[config.mk]
export PLATFORM = sky130hd
export DESIGN_NAME = posted_write_buffer
export DESIGN_NICKNAME = d
export VERILOG_FILES = /design/src/rtl/pwb_pkg.sv /design/src/rtl/pwb_entry.sv /design/src/rtl/pwb_ext_engine.sv /design/src/rtl/pwb_order.sv /design/src/rtl/posted_write_buffer.sv
export SDC_FILE = /design/constraint.sdc
export NUM_CORES = 1
export LEC_CHECK = 0
export BUFFER_PORTS_ARGS = -buffer_cell sky130_fd_sc_hd__buf_2
export CAP_MARGIN = 10
export CORE_ASPECT_RATIO = 0.8
export CORE_MARGIN = 5
export CORE_UTILIZATION = 45
export CTS_BUF_LIST = sky130_fd_sc_hd__clkbuf_8
export CTS_CLUSTER_SIZE = 24
export DETAILED_ROUTE_END_ITERATION = 16
export PLACE_DENSITY_LB_ADDON = 0.08
export SETUP_SLACK_MARGIN = 0.2
export SLEW_MARGIN = 20
export SYNTH_ARGS = -nofsm -noshare
export SYNTH_HDL_FRONTEND = slang
export SYNTH_SLANG_ARGS = --single-unit
[constraint.sdc]
create_clock -name clk -period 2.75 [get_ports clk]
set_input_delay 0.275 -clock clk [delete_from_list [all_inputs] [get_ports clk]]
set_output_delay 0.275 -clock clk [all_outputs]
set_load 0.02 [all_outputs]
[src/rtl/pwb_pkg.sv]
// Package: shared types for the posted write buffer.
// Assumes: nothing beyond standard SystemVerilog.
package pwb_pkg;

    // Kind of access the external engine is performing.
    typedef enum logic {
        EXT_RD = 1'b0,
        EXT_WR = 1'b1
    } ext_op_e;

endpackage

[src/rtl/pwb_entry.sv]
// Module: pwb_entry
// Holds the single pending external write (address, data, occupied flag).
// Assumes: load is never asserted while full, so load and drain_done never coincide.
module pwb_entry #(
    parameter int AW = 16,
    parameter int DW = 32
) (
    input  logic          clk,
    input  logic          rst_n,
    input  logic          load,
    input  logic [AW-1:0] addr_in,
    input  logic [DW-1:0] data_in,
    input  logic          drain_done,
    output logic          full,
    output logic [AW-1:0] addr_q,
    output logic [DW-1:0] data_q
);

    // Occupied flag: set on load, cleared when the external write finishes.
    always_ff @(posedge clk) begin
        if (!rst_n)
            full <= 1'b0;
        else if (load)
            full <= 1'b1;
        else if (drain_done)
            full <= 1'b0;
    end

    // Payload capture on load.
    always_ff @(posedge clk) begin
        if (!rst_n) begin
            addr_q <= '0;
            data_q <= '0;
        end else if (load) begin
            addr_q <= addr_in;
            data_q <= data_in;
        end
    end

endmodule

[src/rtl/pwb_ext_engine.sv]
// Module: pwb_ext_engine
// Runs one external access at a time for wait_states+1 cycles, flagging the last cycle.
// Assumes: launch is only honoured while idle; wait_states is sampled at launch.
module pwb_ext_engine
    import pwb_pkg::*;
#(
    parameter int AW  = 16,
    parameter int DW  = 32,
    parameter int WSW = 4
) (
    input  logic           clk,
    input  logic           rst_n,
    input  logic           launch,
    input  ext_op_e        op_in,
    input  logic [AW-1:0]  addr_in,
    input  logic [DW-1:0]  data_in,
    input  logic [WSW-1:0] wait_states,
    output logic           busy,
    output ext_op_e        op_q,
    output logic [AW-1:0]  addr_q,
    output logic [DW-1:0]  data_q,
    output logic           done
);

    logic [WSW-1:0] cnt_q;

    // Cycle sequencer: start on launch, count down, go idle after the last cycle.
    always_ff @(posedge clk) begin
        if (!rst_n) begin
            busy  <= 1'b0;
            cnt_q <= '0;
        end else if (!busy) begin
            if (launch) begin
                busy  <= 1'b1;
                cnt_q <= wait_states;
            end
        end else if (cnt_q == '0) begin
            busy <= 1'b0;
        end else begin
            cnt_q <= cnt_q - 1'b1;
        end
    end

    // Access attributes latched at launch and held for the whole cycle.
    always_ff @(posedge clk) begin
        if (!rst_n) begin
            op_q   <= EXT_RD;
            addr_q <= '0;
            data_q <= '0;
        end else if (!busy && launch) begin
            op_q   <= op_in;
            addr_q <= addr_in;
            data_q <= data_in;
        end
    end

    // Last cycle of the access.
    always_comb done = busy && (cnt_q == '0);

endmodule

[src/rtl/pwb_order.sv]
// Module: pwb_order
// Decides acknowledges, buffer loads and external launches from region, grant and buffer state.
// Assumes: one requester at a time holding its request until acknowledged.
module pwb_order
    import pwb_pkg::*;
(
    input  logic    req_valid,
    input  logic    req_write,
    input  logic    req_periph,
    input  logic    bus_grant,
    input  logic    full,
    input  logic    eng_busy,
    input  logic    eng_done,
    input  ext_op_e eng_op,
    output logic    per_go,
    output logic    wr_load,
    output logic    launch,
    output ext_op_e launch_op,
    output logic    ack
);

    logic ext_rd_req, ext_wr_req, drain_go, rd_go, rd_ack;

    // Request classification and ordering rules.
    always_comb begin
        ext_rd_req = req_valid && !req_periph && !req_write;
        ext_wr_req = req_valid && !req_periph && req_write;
        per_go     = req_valid && req_periph && bus_grant;
        wr_load    = ext_wr_req && bus_grant && !full;
        drain_go   = full && !eng_busy;
        rd_go      = ext_rd_req && bus_grant && !full && !eng_busy;
        launch     = drain_go || rd_go;
        launch_op  = drain_go ? EXT_WR : EXT_RD;
        rd_ack     = ext_rd_req && eng_done && (eng_op == EXT_RD);
        ack        = per_go || wr_load || rd_ack;
    end

endmodule

[src/rtl/posted_write_buffer.sv]
// Module: posted_write_buffer (top)
// One-entry posted write buffer with region-aware ordering between an internal
// bus requester, on-chip peripherals and a wait-stated external bus.
// Assumes: per_rdata is combinational; requester holds its payload until req_ack.
module posted_write_buffer
    import pwb_pkg::*;
#(
    parameter int AW  = 16,
    parameter int DW  = 32,
    parameter int WSW = 4
) (
    input  logic           clk,
    input  logic           rst_n,
    input  logic           bus_grant,
    input  logic           req_valid,
    input  logic           req_write,
    input  logic           req_periph,
    input  logic [AW-1:0]  req_addr,
    input  logic [DW-1:0]  req_wdata,
    output logic           req_ack,
    output logic [DW-1:0]  req_rdata,
    output logic           per_sel,
    output logic           per_write,
    output logic [AW-1:0]  per_addr,
    output logic [DW-1:0]  per_wdata,
    input  logic [DW-1:0]  per_rdata,
    input  logic [WSW-1:0] ext_wait_states,
    output logic           ext_cyc,
    output logic           ext_we,
    output logic [AW-1:0]  ext_addr,
    output logic [DW-1:0]  ext_wdata,
    input  logic [DW-1:0]  ext_rdata,
    output logic           ext_done
);

    logic          entry_full;
    logic [AW-1:0] entry_addr;
    logic [DW-1:0] entry_data;
    logic          eng_busy, eng_done, per_go, wr_load, launch;
    ext_op_e       eng_op, launch_op;
    logic [AW-1:0] launch_addr;
    logic [DW-1:0] launch_data;

    pwb_order u_order (
        .req_valid (req_valid),
        .req_write (req_write),
        .req_periph(req_periph),
        .bus_grant (bus_grant),
        .full      (entry_full),
        .eng_busy  (eng_busy),
        .eng_done  (eng_done),
        .eng_op    (eng_op),
        .per_go    (per_go),
        .wr_load   (wr_load),
        .launch    (launch),
        .launch_op (launch_op),
        .ack       (req_ack)
    );

    pwb_entry #(.AW(AW), .DW(DW)) u_entry (
        .clk       (clk),
        .rst_n     (rst_n),
        .load      (wr_load),
        .addr_in   (req_addr),
        .data_in   (req_wdata),
        .drain_done(eng_done && (eng_op == EXT_WR)),
        .full      (entry_full),
        .addr_q    (entry_addr),
        .data_q    (entry_data)
    );

    // Launch source: the buffered write when draining, else the live read request.
    always_comb begin
        launch_addr = (launch_op == EXT_WR) ? entry_addr : req_addr;
        launch_data = entry_data;
    end

    pwb_ext_engine #(.AW(AW), .DW(DW), .WSW(WSW)) u_eng (
        .clk        (clk),
        .rst_n      (rst_n),
        .launch     (launch),
        .op_in      (launch_op),
        .addr_in    (launch_addr),
        .data_in    (launch_data),
        .wait_states(ext_wait_states),
        .busy       (eng_busy),
        .op_q       (eng_op),
        .addr_q     (ext_addr),
        .data_q     (ext_wdata),
        .done       (eng_done)
    );

    // Port wiring for the peripheral path, the external bus and read data return.
    always_comb begin
        per_sel   = per_go;
        per_write = req_write;
        per_addr  = req_addr;
        per_wdata = req_wdata;
        ext_cyc   = eng_busy;
        ext_we    = (eng_op == EXT_WR);
        ext_done  = eng_done;
        req_rdata = req_periph ? per_rdata : ext_rdata;
    end

endmodule

After elaboration in Yosys (flattened, before gate mapping)
Index checks and enable logic that the tools add are counted.
{"block": "op_classes", "addsub": 1, "eq_ne": 1, "n_mux": 11, "n_bitwise": 1, "reduce_logical": 27}
{"operator": "32-bit two-way mux", "count": 1}
{"operator": "1-bit logical AND", "count": 16}
{"operator": "16-bit two-way mux", "count": 1}
{"operator": "4-bit two-way mux", "count": 3}
{"operator": "1-bit two-way mux", "count": 6}
{"operator": "1-bit logical NOT", "count": 4}
{"operator": "4-bit logical NOT", "count": 1}
{"operator": "2-bit nonzero test", "count": 2}
{"operator": "4-bit by 1-bit subtractor with 4-bit output (second input constant)", "count": 1}
{"operator": "1-bit logical OR", "count": 3}
{"operator": "2-bit inequality test (second input constant)", "count": 1}
{"operator": "2-bit AND reduction", "count": 1}
{"operator": "1-bit NOT", "count": 1}
{"block": "totals", "regBits": 103, "in_bits": 122, "output_inout_bits": 134, "wordCells": 49}

Longest topological paths before layout
{"block": "depth", "word_depth": 9, "depth_mapped": 8, "depth_no_buf": 6}

Cells and area by module
Synthesis repeated with hierarchy kept, for this count alone.
{"block": "hier_totals", "hier_cells": 523, "hier_area_um2": 5295.1}
{"mod": "pwb_ext_engine", "instances": 1, "cells_each": 250, "area_each_um2": 2200.9, "seq_area_each_um2": 1081.0}
{"mod": "pwb_entry", "instances": 1, "cells_each": 158, "area_each_um2": 1860.5, "seq_area_each_um2": 980.9}
{"mod": "posted_write_buffer", "instances": 1, "cells_each": 104, "area_each_um2": 1167.4, "seq_area_each_um2": 0.0}
{"mod": "pwb_order", "instances": 1, "cells_each": 11, "area_each_um2": 66.3, "seq_area_each_um2": 0.0}

Worst setup path before layout
Ideal clock, no wire load.
{"block": "synth_path", "path_type": "reg2reg", "from": "register u_eng.cnt_q[0]", "to": "register u_eng.cnt_q[0]", "setup_time_ns": 0.095, "arrival_time_ns": 1.425, "required_ns": 2.655, "path_slack_ns": 1.230, "stages_incl_launch_ff": 7, "path_buffers": 0, "period_less_slack_ns": 1.520, "cell_sequence": "dfxtp_1 -> inv_1 -> ha_1 -> and4bb_2 -> a31oi_4 -> o21ai_1 -> a221oi_1"}
{"block": "synth_via", "elab_chain_cells": 3, "word_cells_on_any_way": 6, "classes_between": "add/sub (1); eq/ne (1); mux (2); reduce/logical (2)"}
{"element": "start, declared", "line_no": "pwb_ext_engine.sv:25", "rtl": "logic [WSW-1:0] cnt_q;"}
{"element": "start signal, assigned", "line_no": "pwb_ext_engine.sv:35", "rtl": "cnt_q <= wait_states;"}
{"element": "start signal, assigned", "line_no": "pwb_ext_engine.sv:40", "rtl": "cnt_q <= cnt_q - 1'b1;"}
{"element": "4-bit by 1-bit subtractor with 4-bit output or 4-bit logical NOT (tied branches)", "line_no": "pwb_ext_engine.sv:40, pwb_ext_engine.sv:37"}
{"element": "4-bit two-way mux or 2-bit inequality test (tied branches)"}
{"element": "4-bit two-way mux or 2-bit AND reduction (tied branches)"}
Parallel ways exist; a longest one is shown, timed or not. The select of a mux whose other input is x is not followed.
A chain may end at the register's enable or synchronous reset.

Final worst setup path
{"block": "layout_path", "from": "register u_eng.busy", "to": "output req_ack"}
{"block": "layout_via", "elab_chain_cells": 4}
{"element": "start, declared", "line_no": "pwb_ext_engine.sv:18", "rtl": "output logic busy,"}
{"element": "start signal, assigned", "line_no": "pwb_ext_engine.sv:30", "rtl": "busy <= 1'b0;"}
{"element": "start signal, assigned", "line_no": "pwb_ext_engine.sv:34", "rtl": "busy <= 1'b1;"}
{"element": "start signal, assigned", "line_no": "pwb_ext_engine.sv:38", "rtl": "busy <= 1'b0;"}
{"element": "1-bit logical AND", "line_no": "pwb_ext_engine.sv:58", "rtl": "always_comb done = busy && (cnt_q == '0);"}
{"element": "1-bit logical AND (2 in series)", "line_no": "pwb_order.sv:34", "rtl": "rd_ack = ext_rd_req && eng_done && (eng_op == EXT_RD);"}
{"element": "1-bit logical OR", "line_no": "pwb_order.sv:35", "rtl": "ack = per_go || wr_load || rd_ack;"}
{"element": "end, declared", "line_no": "posted_write_buffer.sv:20", "rtl": "output logic req_ack,"}
Every way passes these cells.

==> metrics.txt <==
# TYPE chip_impl_metric gauge
chip_impl_info{name="status",value="complete, no violations"} 1
chip_impl_metric{name="synth.yosys.seq_area_share",unit=""} 0.429
chip_impl_info{name="tritoncts",value="built"} 1
chip_impl_info{name="synth_top_cell_by_area",value="sky130_fd_sc_hd__dfxtp_1"} 1
chip_impl_metric{name="drive_above_1_share",unit=""} 0.442
chip_impl_metric{name="cts_repair_resize_count",unit=""} 0
chip_impl_metric{name="num_io_pins",unit=""} 256
chip_impl_metric{name="ir_drop",unit="mV"} 0.253
chip_impl_metric{name="slew_headroom",unit=""} 0.428
chip_impl_metric{name="slew_viol_final",unit=""} 0
chip_impl_metric{name="global_route.overflow_total",unit=""} 0
chip_impl_metric{name="initial_cell_density_of_the_core",unit=""} 0.464
chip_impl_info{name="rsz0062_at_grt",value="false"} 1
chip_impl_info{name="synth_area_leaders",value="sky130_fd_sc_hd__dfxtp_1, sky130_fd_sc_hd__nand2_1, sky130_fd_sc_hd__buf_4"} 1
chip_impl_metric{name="first_pass_grt_wire_length",unit="µm"} 22400
chip_impl_metric{name="grt_use_total",unit=""} 0.219
chip_impl_metric{name="gate_count_of_the_mapped_netlist",unit=""} 553
chip_impl_metric{name="antenna_found_initial",unit=""} 0
chip_impl_metric{name="max_cap_viol_count",unit=""} 0
chip_impl_metric{name="fin_worst_skew",unit="ps"} 9.19
chip_impl_metric{name="yosys.cell_types.count",unit=""} 38
chip_impl_metric{name="cts_htree_levels",unit=""} 3
chip_impl_metric{name="area_growth_syn_to_layout",unit="%"} 23.9
chip_impl_metric{name="critical_path.max_stage_delay",unit="ps"} 640
chip_impl_metric{name="drt-pass1-iter-count",unit=""} 4
chip_impl_metric{name="ant_nets",unit=""} 0
chip_impl_info{name="worstSetupPathType",value="flop to output pin"} 1
chip_impl_info{name="synth-main-ff-cell",value="sky130_fd_sc_hd__dfxtp_1"} 1
chip_impl_metric{name="fin_nets",unit=""} 865
chip_impl_metric{name="gp_congestion",unit=""} 0.922
chip_impl_metric{name="cp_data_required_time",unit="ps"} 2480
chip_impl_info{name="timing.critical_path.slowest_stage_cell",value="sky130_fd_sc_hd__dfxtp_1"} 1
chip_impl_metric{name="synth_async_sr_flop_share",unit=""} 0
chip_impl_metric{name="floorplan.core_area",unit="mm²"} 0.0104
chip_impl_metric{name="syn-mean-instance-area",unit="µm²"} 8.70
chip_impl_info{name="ctsRootBufferMaster",value="sky130_fd_sc_hd__clkbuf_8"} 1
chip_impl_metric{name="cts_hold_buffers",unit=""} 0
chip_impl_metric{name="grt_pass1_vias",unit=""} 4255
chip_impl_metric{name="holdWs",unit="ps"} 158
chip_impl_metric{name="cp_data_arrival_time",unit="ps"} 1710
chip_impl_metric{name="cts.clk_slew.worst_paths",unit="ps"} 100
chip_impl_metric{name="setup-violations-final",unit=""} 0
chip_impl_metric{name="final-instance-count-excl-fill",unit=""} 886
chip_impl_metric{name="postSynthNetCount",unit=""} 677
chip_impl_metric{name="fin_setup_tns",unit="ps"} 0
chip_impl_metric{name="fillers",unit=""} 948
chip_impl_metric{name="synth.ff_latch_count",unit=""} 103
chip_impl_metric{name="routed_wl",unit="µm"} 14600
chip_impl_metric{name="crit_path_max_fanout",unit=""} 15
chip_impl_metric{name="hold_viol",unit=""} 0
chip_impl_metric{name="max_slew.worst_pin.slew",unit="ps"} 858
chip_impl_metric{name="fmaxAchievable",unit="GHz"} 0.503
chip_impl_metric{name="min_period",unit="ps"} 1990
chip_impl_metric{name="synth_enable_flop_cells",unit=""} 0
chip_impl_metric{name="average_wire_per_cell_in_the_routed_design",unit="µm"} 16.4
chip_impl_metric{name="fp.dieW",unit="µm"} 126
chip_impl_metric{name="yosys_warnings",unit=""} 0
chip_impl_metric{name="synth_area",unit="mm²"} 0.00481
chip_impl_metric{name="clock_latency",unit="ps"} 360
chip_impl_metric{name="hpwlAfterDp",unit="µm"} 11000
chip_impl_metric{name="post-cts-setup-buffer-count",unit=""} 0
chip_impl_metric{name="layout.core_utilization",unit=""} 0.575
chip_impl_info{name="synthTopCellsByCount",value="sky130_fd_sc_hd__nand2_1, sky130_fd_sc_hd__dfxtp_1, sky130_fd_sc_hd__buf_4"} 1
chip_impl_metric{name="diodes",unit=""} 0
chip_impl_info{name="critPathCaptureType",value="output pin"} 1
chip_impl_metric{name="maximum_number_of_pins_on_one_net_before_global_route_repair",unit=""} 56
chip_impl_metric{name="routed_via_density",unit=""} 4.90
chip_impl_metric{name="via_count",unit=""} 4338
chip_impl_info{name="gate_family_responsible_for_the_most_delay_along_the_worst_path",value="flip-flops"} 1
chip_impl_metric{name="port_buffers",unit=""} 255
chip_impl_metric{name="synth_largest_type_area_fraction",unit=""} 0.429
chip_impl_metric{name="cellPowerDensity",unit="mW/mm²"} 518
chip_impl_metric{name="total_power",unit="W"} 0.00309
chip_impl_metric{name="crit_buf_inv",unit=""} 1
chip_impl_metric{name="cts.sink_count",unit=""} 103
chip_impl_metric{name="drc_violations",unit=""} 0
chip_impl_info{name="start_kind",value="flop"} 1
chip_impl_metric{name="period_utilization",unit=""} 0.723
chip_impl_metric{name="dieHeight",unit="µm"} 102
chip_impl_info{name="yosysMostFrequentCell",value="sky130_fd_sc_hd__nand2_1"} 1
chip_impl_metric{name="std_cell_rows",unit=""} 33
chip_impl_metric{name="fp.dieArea",unit="mm²"} 0.0129
chip_impl_metric{name="total_leakage_power",unit="nW"} 2.71
chip_impl_metric{name="placed_cells_incl_taps",unit=""} 870
chip_impl_metric{name="first_iter_violations",unit=""} 216
chip_impl_metric{name="numCtsBuffers",unit=""} 9
chip_impl_info{name="crit_path_cell_chain",value="and4bb_2 > a21oi_1 > nand2_1 > buf_2"} 1
chip_impl_metric{name="cts.path.max_buffers",unit=""} 2
chip_impl_info{name="hold_path_class",value="input pin to flop"} 1
routing by layer:
layer  global-route usage  wire length [µm]  share of wire
met5                    0                 0              0
met3               0.0867              1230          0.085
met4               0.0767               477          0.033
met2                0.378              7070           0.49
met1                0.250              5790           0.40
worst register-to-register path: stages (launching register included):
cell,delay [ps]
sky130_fd_sc_hd__dfxtp_1,640
sky130_fd_sc_hd__nand2b_1,450
sky130_fd_sc_hd__buf_4,330
sky130_fd_sc_hd__mux2i_1,270
sky130_fd_sc_hd__a211oi_2,90
final timing paths:
path	startpoint	slack, ps	end	depth (start not counted)
worst max-delay path	u_eng.busy	760	req_ack	4
worst min-delay path	req_wdata[16]	160	u_entry.data_q[16]	3
worst max register to register	u_eng.busy	830	u_eng.addr_q[7]	4
worst min register to register	u_entry.data_q[14]	460	u_eng.data_q[14]	2
logic make-up after synthesis:
| group | Yosys count | synth area share |
|---|---|---|
| and+or+nand+nor | 193 | 0.164 |
| muxes | 49 | 0.110 |
| buffers and inverters | 92 | 0.122 |
| AOI/OAI and AO/OA | 114 | 0.170 |
| DFF | 103 | 0.429 |
| adders and majority gates | 2 | 0.00520 |
through the flow:
| step | setup WS (ps) | cell area [µm²] |
|---|---|---|
| 2_1_floorplan | 1230 | 4810 |
| 3_3_place_gp | 731 | 5760 |
| 3_5_place_dp | 614 | 5760 |
| 4_1_cts | 575 | 5960 |
| 5_1_grt | 627 | 5960 |
| 6_report | 762 | 5960 |
flip-flops by register name (all words and copies together), names as in the netlist:
| name | flops |
|---|---|
| u_eng.addr_q | 16 |
| u_eng.busy | 1 |
| u_eng.cnt_q | 4 |
| u_eng.data_q | 32 |
| u_eng.op_q | 1 |
| u_entry.addr_q | 16 |
| u_entry.data_q | 32 |
| u_entry.full | 1 |
layout by cell type (no fill, tap or decap), types with 8 or more instances in the layout:
| master | n |
|---|---|
| sky130_fd_sc_hd__a21boi_0 | 39 |
| sky130_fd_sc_hd__buf_4 | 8 |
| sky130_fd_sc_hd__mux2i_1 | 17 |
| sky130_fd_sc_hd__mux2_2 | 32 |
| sky130_fd_sc_hd__a211oi_2 | 11 |
| sky130_fd_sc_hd__dfxtp_1 | 103 |
| sky130_fd_sc_hd__clkbuf_8 | 11 |
| sky130_fd_sc_hd__buf_2 | 255 |
| sky130_fd_sc_hd__a21oi_1 | 45 |
| sky130_fd_sc_hd__nand2_1 | 163 |
| sky130_fd_sc_hd__nor2_1 | 17 |
report_power, final:
group          total, W  internal [W]  switching, W
logic          0.000581      0.000229      0.000352
registers       0.00156       0.00153     0.0000259
clock network  0.000948      0.000399      0.000549
total           0.00309       0.00216      0.000928
final cells by class:
type                       instances  area [µm²]  area share
multi-input combinational        358        2160       0.363
sequential                       103        2060       0.346
timing repair buffer             263        1340       0.224
tap                              140         175      0.0294
clock buffer                      11         151      0.0254
clock inverter                     5        48.8     0.00818
inverter                           6        23.8     0.00399
Note: power is estimated with default switching activity, not from simulation.
